## src/rtl/exu_pkg.sv

```systemverilog
package exu_pkg;

    localparam int OP_W = 4;

    typedef enum logic [OP_W-1:0] {
        OP_ADD = 4'd0,
        OP_SUB = 4'd1,
        OP_MUL = 4'd2,
        OP_DIV = 4'd3,
        OP_REM = 4'd4,
        OP_SLT = 4'd5,
        OP_AND = 4'd6,
        OP_OR  = 4'd7,
        OP_XOR = 4'd8,
        OP_NOT = 4'd9,
        OP_SLL = 4'd10,
        OP_SRL = 4'd11,
        OP_SRA = 4'd12
    } exu_op_e;

endpackage

```

## src/rtl/exu_shifter.sv

```systemverilog
module exu_shifter #(
    parameter int WIDTH = 32,
    localparam int SHW  = $clog2(WIDTH)
) (
    input  logic [WIDTH-1:0] val_i,
    input  logic [SHW-1:0]   amt_i,
    input  logic             left_i,
    input  logic             arith_i,
    output logic [WIDTH-1:0] res_o
);

    logic [WIDTH-1:0] rev_in;
    logic [WIDTH-1:0] stg [SHW+1];
    logic             fill;

    // Left shifts reuse the right-shift network on a bit-reversed value.
    always_comb begin
        for (int k = 0; k < WIDTH; k++) begin
            rev_in[k] = val_i[WIDTH-1-k];
        end
    end

    assign fill   = arith_i & ~left_i & val_i[WIDTH-1];
    assign stg[0] = left_i ? rev_in : val_i;

    for (genvar i = 0; i < SHW; i++) begin : g_stage
        assign stg[i+1] = amt_i[i]
                        ? {{(2**i){fill}}, stg[i][WIDTH-1:(2**i)]}
                        : stg[i];
    end

    always_comb begin
        for (int k = 0; k < WIDTH; k++) begin
            res_o[k] = left_i ? stg[SHW][WIDTH-1-k] : stg[SHW][k];
        end
    end

endmodule

```

## src/rtl/exu_alu.sv

```systemverilog
module exu_alu
    import exu_pkg::*;
#(
    parameter int WIDTH = 32,
    localparam int SHW  = $clog2(WIDTH)
) (
    input  logic [OP_W-1:0]  op_i,
    input  logic [WIDTH-1:0] a_i,
    input  logic [WIDTH-1:0] b_i,
    output logic [WIDTH-1:0] res_o
);

    logic [WIDTH-1:0] sum;
    logic [WIDTH-1:0] diff;
    logic [WIDTH-1:0] prod;
    logic [WIDTH-1:0] shifted;
    logic             lt;
    logic             sh_left;
    logic             sh_arith;

    assign sum      = a_i + b_i;
    assign diff     = a_i - b_i;
    assign prod     = a_i * b_i;
    assign lt       = $signed(a_i) < $signed(b_i);
    assign sh_left  = (op_i == OP_SLL);
    assign sh_arith = (op_i == OP_SRA);

    exu_shifter #(.WIDTH(WIDTH)) u_shift (
        .val_i   (a_i),
        .amt_i   (b_i[SHW-1:0]),
        .left_i  (sh_left),
        .arith_i (sh_arith),
        .res_o   (shifted)
    );

    always_comb begin
        case (op_i)
            OP_ADD:                 res_o = sum;
            OP_SUB:                 res_o = diff;
            OP_MUL:                 res_o = prod;
            OP_SLT:                 res_o = {{(WIDTH-1){1'b0}}, lt};
            OP_AND:                 res_o = a_i & b_i;
            OP_OR:                  res_o = a_i | b_i;
            OP_XOR:                 res_o = a_i ^ b_i;
            OP_NOT:                 res_o = ~a_i;
            OP_SLL, OP_SRL, OP_SRA: res_o = shifted;
            default:                res_o = '0;
        endcase
    end

endmodule

```

## src/rtl/exu_div_step.sv

```systemverilog
module exu_div_step #(
    parameter int WIDTH = 32
) (
    input  logic [WIDTH-1:0] rem_i,
    input  logic [WIDTH-1:0] quo_i,
    input  logic [WIDTH-1:0] dvs_i,
    output logic [WIDTH-1:0] rem_o,
    output logic [WIDTH-1:0] quo_o
);

    logic [WIDTH:0] part;
    logic [WIDTH:0] trial;

    // One restoring step: bring in the next dividend bit, subtract if it fits.
    assign part  = {rem_i, quo_i[WIDTH-1]};
    assign trial = part - {1'b0, dvs_i};

    always_comb begin
        if (!trial[WIDTH]) begin
            rem_o = trial[WIDTH-1:0];
            quo_o = {quo_i[WIDTH-2:0], 1'b1};
        end else begin
            rem_o = part[WIDTH-1:0];
            quo_o = {quo_i[WIDTH-2:0], 1'b0};
        end
    end

endmodule

```

## src/rtl/exu_div_fix.sv

```systemverilog
module exu_div_fix #(
    parameter int WIDTH = 32
) (
    input  logic [WIDTH-1:0] qmag_i,
    input  logic [WIDTH-1:0] rmag_i,
    input  logic             neg_a_i,
    input  logic             neg_b_i,
    input  logic             want_rem_i,
    output logic [WIDTH-1:0] res_o
);

    logic             neg_q;
    logic [WIDTH-1:0] q_trunc;
    logic [WIDTH-1:0] r_trunc;
    logic [WIDTH-1:0] q_floor;

    assign neg_q   = neg_a_i ^ neg_b_i;
    assign q_trunc = neg_q   ? -qmag_i : qmag_i;
    assign r_trunc = neg_a_i ? -rmag_i : rmag_i;
    // Floor differs from truncation only for inexact negative quotients.
    assign q_floor = (neg_q && (rmag_i != '0)) ? q_trunc - 1'b1 : q_trunc;
    assign res_o   = want_rem_i ? r_trunc : q_floor;

endmodule

```

## src/rtl/int_exec_unit.sv

```systemverilog
module int_exec_unit
    import exu_pkg::*;
#(
    parameter int WIDTH = 32
) (
    input  logic             clk,
    input  logic             rst_n,
    input  logic             start_i,
    input  logic [3:0]       op_i,
    input  logic [WIDTH-1:0] opa_i,
    input  logic [WIDTH-1:0] opb_i,
    output logic [WIDTH-1:0] result_o,
    output logic             done_o,
    output logic             div_zero_o
);

    localparam int CNT_W = $clog2(WIDTH);
    localparam logic [CNT_W-1:0] LAST_STEP = CNT_W'(WIDTH - 1);

    typedef struct packed {
        logic             busy;
        logic [CNT_W-1:0] cnt;
        logic [WIDTH-1:0] rem;
        logic [WIDTH-1:0] quo;
        logic [WIDTH-1:0] dvs;
        logic             neg_a;
        logic             neg_b;
        logic             want_rem;
        logic [WIDTH-1:0] res;
        logic             done;
        logic             dz;
    } exu_state_t;

    exu_state_t state_d, state_q;

    logic [WIDTH-1:0] alu_res;
    logic [WIDTH-1:0] step_rem;
    logic [WIDTH-1:0] step_quo;
    logic [WIDTH-1:0] fix_res;
    logic [WIDTH-1:0] mag_a;
    logic [WIDTH-1:0] mag_b;
    logic             is_div_op;
    logic             busy_w;

    assign mag_a     = opa_i[WIDTH-1] ? -opa_i : opa_i;
    assign mag_b     = opb_i[WIDTH-1] ? -opb_i : opb_i;
    assign is_div_op = (op_i == OP_DIV) || (op_i == OP_REM);
    assign busy_w    = state_q.busy;

    exu_alu #(.WIDTH(WIDTH)) u_alu (
        .op_i  (op_i),
        .a_i   (opa_i),
        .b_i   (opb_i),
        .res_o (alu_res)
    );

    exu_div_step #(.WIDTH(WIDTH)) u_step (
        .rem_i (state_q.rem),
        .quo_i (state_q.quo),
        .dvs_i (state_q.dvs),
        .rem_o (step_rem),
        .quo_o (step_quo)
    );

    exu_div_fix #(.WIDTH(WIDTH)) u_fix (
        .qmag_i     (step_quo),
        .rmag_i     (step_rem),
        .neg_a_i    (state_q.neg_a),
        .neg_b_i    (state_q.neg_b),
        .want_rem_i (state_q.want_rem),
        .res_o      (fix_res)
    );

    always_comb begin
        state_d      = state_q;
        state_d.done = 1'b0;
        state_d.dz   = 1'b0;
        if (state_q.busy) begin
            state_d.rem = step_rem;
            state_d.quo = step_quo;
            state_d.cnt = state_q.cnt + 1'b1;
            if (state_q.cnt == LAST_STEP) begin
                state_d.busy = 1'b0;
                state_d.res  = fix_res;
                state_d.done = 1'b1;
            end
        end else if (start_i) begin
            if (is_div_op) begin
                if (opb_i == '0) begin
                    state_d.res  = '0;
                    state_d.done = 1'b1;
                    state_d.dz   = 1'b1;
                end else begin
                    state_d.busy     = 1'b1;
                    state_d.cnt      = '0;
                    state_d.rem      = '0;
                    state_d.quo      = mag_a;
                    state_d.dvs      = mag_b;
                    state_d.neg_a    = opa_i[WIDTH-1];
                    state_d.neg_b    = opb_i[WIDTH-1];
                    state_d.want_rem = (op_i == OP_REM);
                end
            end else begin
                state_d.res  = alu_res;
                state_d.done = 1'b1;
            end
        end
    end

    always_ff @(posedge clk or negedge rst_n) begin
        if (!rst_n) begin
            state_q <= '0;
        end else begin
            state_q <= state_d;
        end
    end

    assign result_o   = state_q.res;
    assign done_o     = state_q.done;
    assign div_zero_o = state_q.dz;

endmodule

```

## config.mk

```make
export PLATFORM = sky130hd
export DESIGN_NAME = int_exec_unit
export DESIGN_NICKNAME = d
export VERILOG_FILES = /design/src/rtl/exu_pkg.sv /design/src/rtl/exu_shifter.sv /design/src/rtl/exu_alu.sv /design/src/rtl/exu_div_step.sv /design/src/rtl/exu_div_fix.sv /design/src/rtl/int_exec_unit.sv
export SDC_FILE = /design/constraint.sdc
export NUM_CORES = 2
export LEC_CHECK = 0
export ABC_AREA = 1
export BUFFER_PORTS_ARGS = -buffer_cell sky130_fd_sc_hd__buf_2
export CORE_ASPECT_RATIO = 1.2
export CORE_MARGIN = 2
export CORE_UTILIZATION = 48
export DETAILED_ROUTE_END_ITERATION = 10
export PLACE_DENSITY_LB_ADDON = 0.25
export SKIP_CTS_REPAIR_TIMING = 1
export SLEW_MARGIN = 40
export SYNTH_ARGS = -nofsm -noshare
export SYNTH_HDL_FRONTEND = slang
export SYNTH_SLANG_ARGS = --single-unit
```

## constraint.sdc

```tcl
create_clock -name clk -period 4.3 [get_ports clk]
set_input_delay 0.86 -clock clk [delete_from_list [all_inputs] [get_ports clk]]
set_output_delay 0.86 -clock clk [all_outputs]
set_load 0.005 [all_outputs]
```

; ---- Word-level counts from Yosys, hierarchy flattened
; Index checks and enable logic that the tools add are counted.
[word_totals]
reg_bits = 139
inputBits = 71
out_inout_bits = 34
wordCells = 117
[classes]
add_sub_neg = 9
multipliers = 1
magnitude_cmp = 1
eq_ne = 16
n_mux = 58
bitwise = 10
reduce_logical = 11
[op_table]
columns = cell, count
row1 = 2-to-1 mux 32 bit, 13
row2 = one-hot mux 32 bit (9 select lines), 1
row3 = 2-to-1 mux 105 bit, 2
row4 = 2-to-1 mux 139 bit, 1
row5 = negator 32 bit, 4
row6 = 2-to-1 mux 33 bit, 3
row7 = 2-to-1 mux 70 bit, 1
row8 = 2-to-1 mux 1 bit, 36
row9 = 2-to-1 mux 34 bit, 1
row10 = subtractor 33 x 32 -> 33 bit, 1
row11 = adder 32 bit, 1
row12 = bitwise AND 32 bit, 1
row13 = logical NOT 32 bit, 1
row14 = less-than comparator 32 bit, 1
row15 = multiplier 32 x 32 -> 32 bit, 1
row16 = inverter 32 bit, 1
row17 = OR 32 bit, 1
row18 = nonzero test 32 bit, 1
row19 = "subtractor 32 x 1 -> 32 bit, second input constant", 1
row20 = subtractor 32 bit, 1
row21 = XOR 32 bit, 1
row22 = "equality test 4 bit, second input constant", 5
row23 = "equality test 4 x 3 -> 1 bit, second input constant", 4
row24 = "equality test 4 x 2 -> 1 bit, second input constant", 2
row25 = other kinds (16), 21

; ---- Longest topological paths before layout
[depth]
word_depth = 14
depth_mapped = 36
depth_no_buf = 36

; ---- Cells and area by module
; A second synthesis with hierarchy kept.
[unflattened]
cells_unflattened = 6567
hier_area_um2 = 40836.7
[modules_own_cells]
columns = mod, instances, cells_each, area_per_inst_um2, seq_area_each_um2
row1 = exu_alu, 1, 3385, 22894.5, 0.0
row2 = int_exec_unit, 1, 1127, 7986.4, 3478.3
row3 = exu_div_fix, 1, 781, 3734.8, 0.0
row4 = exu_div_step, 1, 715, 3493.4, 0.0
row5 = exu_shifter, 1, 559, 2727.6, 0.0

; ---- Worst setup path before layout
; OpenSTA, ideal clock, no wires.
[synth_timing]
kind = input-to-reg
startpoint = input opb_i[2]
endpoint = register state_q (netlist bit result_o[30])
setup_time_ps = 121
t_arrival_ps = 7564
required_time_ps = 4179
slack_ps = -3385
cell_stages = 30
cell_sequence = clkbuf_1 > clkbuf_1 > clkbuf_1 > clkbuf_1 > nand2_1 > fa_1 > inv_1 > fa_1 > inv_1 > fa_1 > inv_1 > fa_1 > fa_1 > inv_1 > fa_1 > inv_1 > fa_1 > fa_1 > ha_1 > inv_1 > nor3_1 > inv_1 > nor3_1 > a21oi_1 > nand2_1 > a21oi_1 > o21ai_0 > nand4_1 > a21boi_0 > nand2_1
[synth_via]
elab_chain_cells = 8
elab_cells_between_ends = 14
classes_between = add/sub (2) / mul (1) / eq/ne (1) / mux (8) / reduce/logical (2)
[synth_lines]
columns = item, line
row1 = from (decl), int_exec_unit.sv:11  ; input logic [WIDTH-1:0] opb_i,
row2 = "parallel branches: the longest is 8 deep, another holds multiplier 32 x 32 -> 32 bit", n/a
row3 = to (signal assigned), int_exec_unit.sv:114  ; state_q <= state_d;
row4 = to (decl), int_exec_unit.sv:34  ; exu_state_t state_d, state_q;
; Several ways; the timed one is not identified. The select of a mux whose other input is x is not followed.
; A chain may end at the register's enable or synchronous reset.

; ---- Worst setup path after layout
[layout_timing]
startpoint = input opb_i[3]
endpoint = register state_q (netlist bit result_o[28])
[layout_via]
elab_chain_cells = 7
elab_cells_between_ends = 13
classes_between = add/sub (2) / mul (1) / eq/ne (1) / mux (7) / reduce/logical (2)
[layout_lines]
columns = item
row1 = "parallel branches: the longest is 7 deep, another holds multiplier 32 x 32 -> 32 bit"
; Several ways; the timed one is not identified. The select of a mux whose other input is x is not followed.

==> reports/qor.yml <==
wl_per_cell_microns: 22.9
grt_usage: 0.423
placementRows: 111
final-hold-violation-count: 0
cp-start-kind: "input port"
synth_common_cells: "nand2_1, inv_1, fa_1"
max_stage_delay_ns: 0.60
route.met2.wl_microns: 78700
rr_worst_depth: 32
num_io_pins: 105
synth-edff-count: 0
postRouteAntennaNets: 0
r2r_start: "state_q[100]"
crit_path_frequent_cell: "fa_1"
grt_setup_unrepaired: "yes"
yosysWarnings: 0
clk_transition_reported_paths_ns: 0.06
yosysUniqueCellTypes: 64
synth_top_area_frac: 0.223
drive_gt1_frac: 0.230
yosys-top-cells-area: "fa_1, nand2_1, inv_1"
synth_fp_nets: 6419
worst_pin_slew_ns: 1.09
post-synth-top-count-cell: "nand2_1"
die-area_sq_mm: 0.0793
rr_endpoint: "result_o[25]"
min_period_over_period: 1.62
cts_buffers: 17
h-tree-depth: 4
avgSynthCellArea_sq_um: 6.51
top_layer: "met5"
initial_core_util: 0.484
path_delay_family: "adder cells"
synth_async_sr_flop_share: 1.00
totalWireLength_microns: 172000
clock_path_buffers: 2
synth_flop_cell: "dfrtp_1"
r2r_slack_ns: -0.55
route.detailed.drc: 0
cts_tree: "yes"
clockRootBuffer: "clkbuf_16"
fmax_ghz: 0.143
port_buffers: 104
fin_util: 0.628
vias: 41500
netlist_instances: 5679
drt_iter0_drc: 3572
grt_pass1_vias: 41400
synth_seq_cells: 139
hold_path_class: "in -> async"
required_ns: 4.63
yosys.area.top_type: "fa_1"
grt_max_degree: 86
area_growth_pct: 29.8
overflow: 0
finClkSkew_ns: 0.0175
hpwl_microns: 144000
relSlewSlack: 0.275
nets: 7203
violations: "setup timing"
synth_area_sq_mm: 0.0370
grt_pass1_wl_microns: 250000
crit_buf_inv: 9
antenna_found_initial: 6
crit_arrival_ns: 7.31
min_period_ns: 6.99
place.gp.congestion: 1.09
status: "complete, but fails checks"
maxCapViolCount: 0
drt-met1-wl_microns: 61000
finalWorstSetupSlack_ns: -2.69
coreArea_sq_mm: 0.0764
insertion_delay_ns: 0.45
vias_per_cell: 5.53
ys_seq_area_frac: 0.0941
criticalPathCategory: "in -> reg"
end_kind: "flop"
first_pass_iters: 8
drv_slew: 0
dieWidth_microns: 257
finalSetupViolations: 28
crit_path_max_fanout: 7
crit_slowest_cell: "fa_1"
dr_wl_met3_microns: 12900
cts.sinks: 139
die_y_microns: 308
-- sequential cells by signal, indices dropped and copies added, names as in the netlist --
| name | count |
|---|---|
| done_o | 1 |
| div_zero_o | 1 |
| result_o | 32 |
| busy_w | 1 |
| state_q | 104 |
-- how the worst max path moves through the flow --
stage | from | endpoint | slack, ns | depth (start not counted)
6_report | opb_i[3] | result_o[28] | -2.69 | 28
5_1_grt | opa_i[21] | result_o[30] | -2.88 | 26
4_1_cts | opb_i[5] | result_o[30] | -2.94 | 26
3_5_place_dp | opb_i[5] | result_o[30] | -3.41 | 26
3_3_place_gp | opb_i[5] | result_o[30] | -3.27 | 26
2_1_floorplan | opb_i[2] | result_o[31] | -2.71 | 31
-- area by class of cell --
cell class                 instances  area, sq um
sequential                       139         3480
inverter                        1171         4410
tap                             1017         1270
clock inverter                    14          159
multi-input combinational       4065        29400
antenna                            4         10.0
clock buffer                      18          429
fill                            7169        28400
timing repair buffer            1069         8860
-- per-stage QoR --
step | hold WS (ns) | cell area, sq um | instances | setup slack (ns) | TNS [ns]
floorplan | 0.445 | 37600 | 5679 | -2.71 | -55.30
global placement | 0.466 | 45400 | 7437 | -3.27 | -96.79
detailed placement | 0.474 | 45400 | 7437 | -3.41 | -102.03
CTS | 0.381 | 46000 | 7469 | -2.94 | -66.58
global route | 0.400 | 48000 | 7496 | -2.88 | -60.61
finish | 0.362 | 48000 | 7497 | -2.69 | -56.37
-- worst register-to-register path: cells and delay by family, from the launching register on --
| kind | cells | cell delay, ns |
|---|---|---|
| XOR/XNOR | 1 | 0.37 |
| adder cells (fa/ha/maj) | 3 | 0.74 |
| buffers and inverters | 8 | 0.93 |
| flip-flops | 1 | 0.38 |
| AND/OR/NAND/NOR | 20 | 2.33 |
-- cells by family after synthesis --
kind of cell               synth area share
and+or+nand+nor                       0.266
buffers and inverters                 0.156
AOI/OAI and AO/OA                     0.136
adders and majority gates             0.310
xor gates and xnor gates             0.0360
DFF                                  0.0941
muxes                               0.00217
-- per-layer routing --
metal | vias to the layer above | GRT usage
met5 | - | 0
met4 | 2 | 0.364
met3 | 656 | 0.0585
met2 | 1991 | 0.709
met1 | 19700 | 0.475
li1 | 19100 | -
-- placed cells by master, fill, tap and decap left out, types with 72 or more instances in the layout --
master,instances
buf_2,72
dfrtp_1,138
buf_4,870
ha_1,208
nor2_1,300
a21oi_1,224
xor2_1,108
fa_1,383
o21ai_0,334
nand2_1,1506
nand3_1,235
inv_1,1105
Power is left out: the tool's default activity adds up to more than one toggle a clock period on the data nets, which glitch-free logic cannot reach.
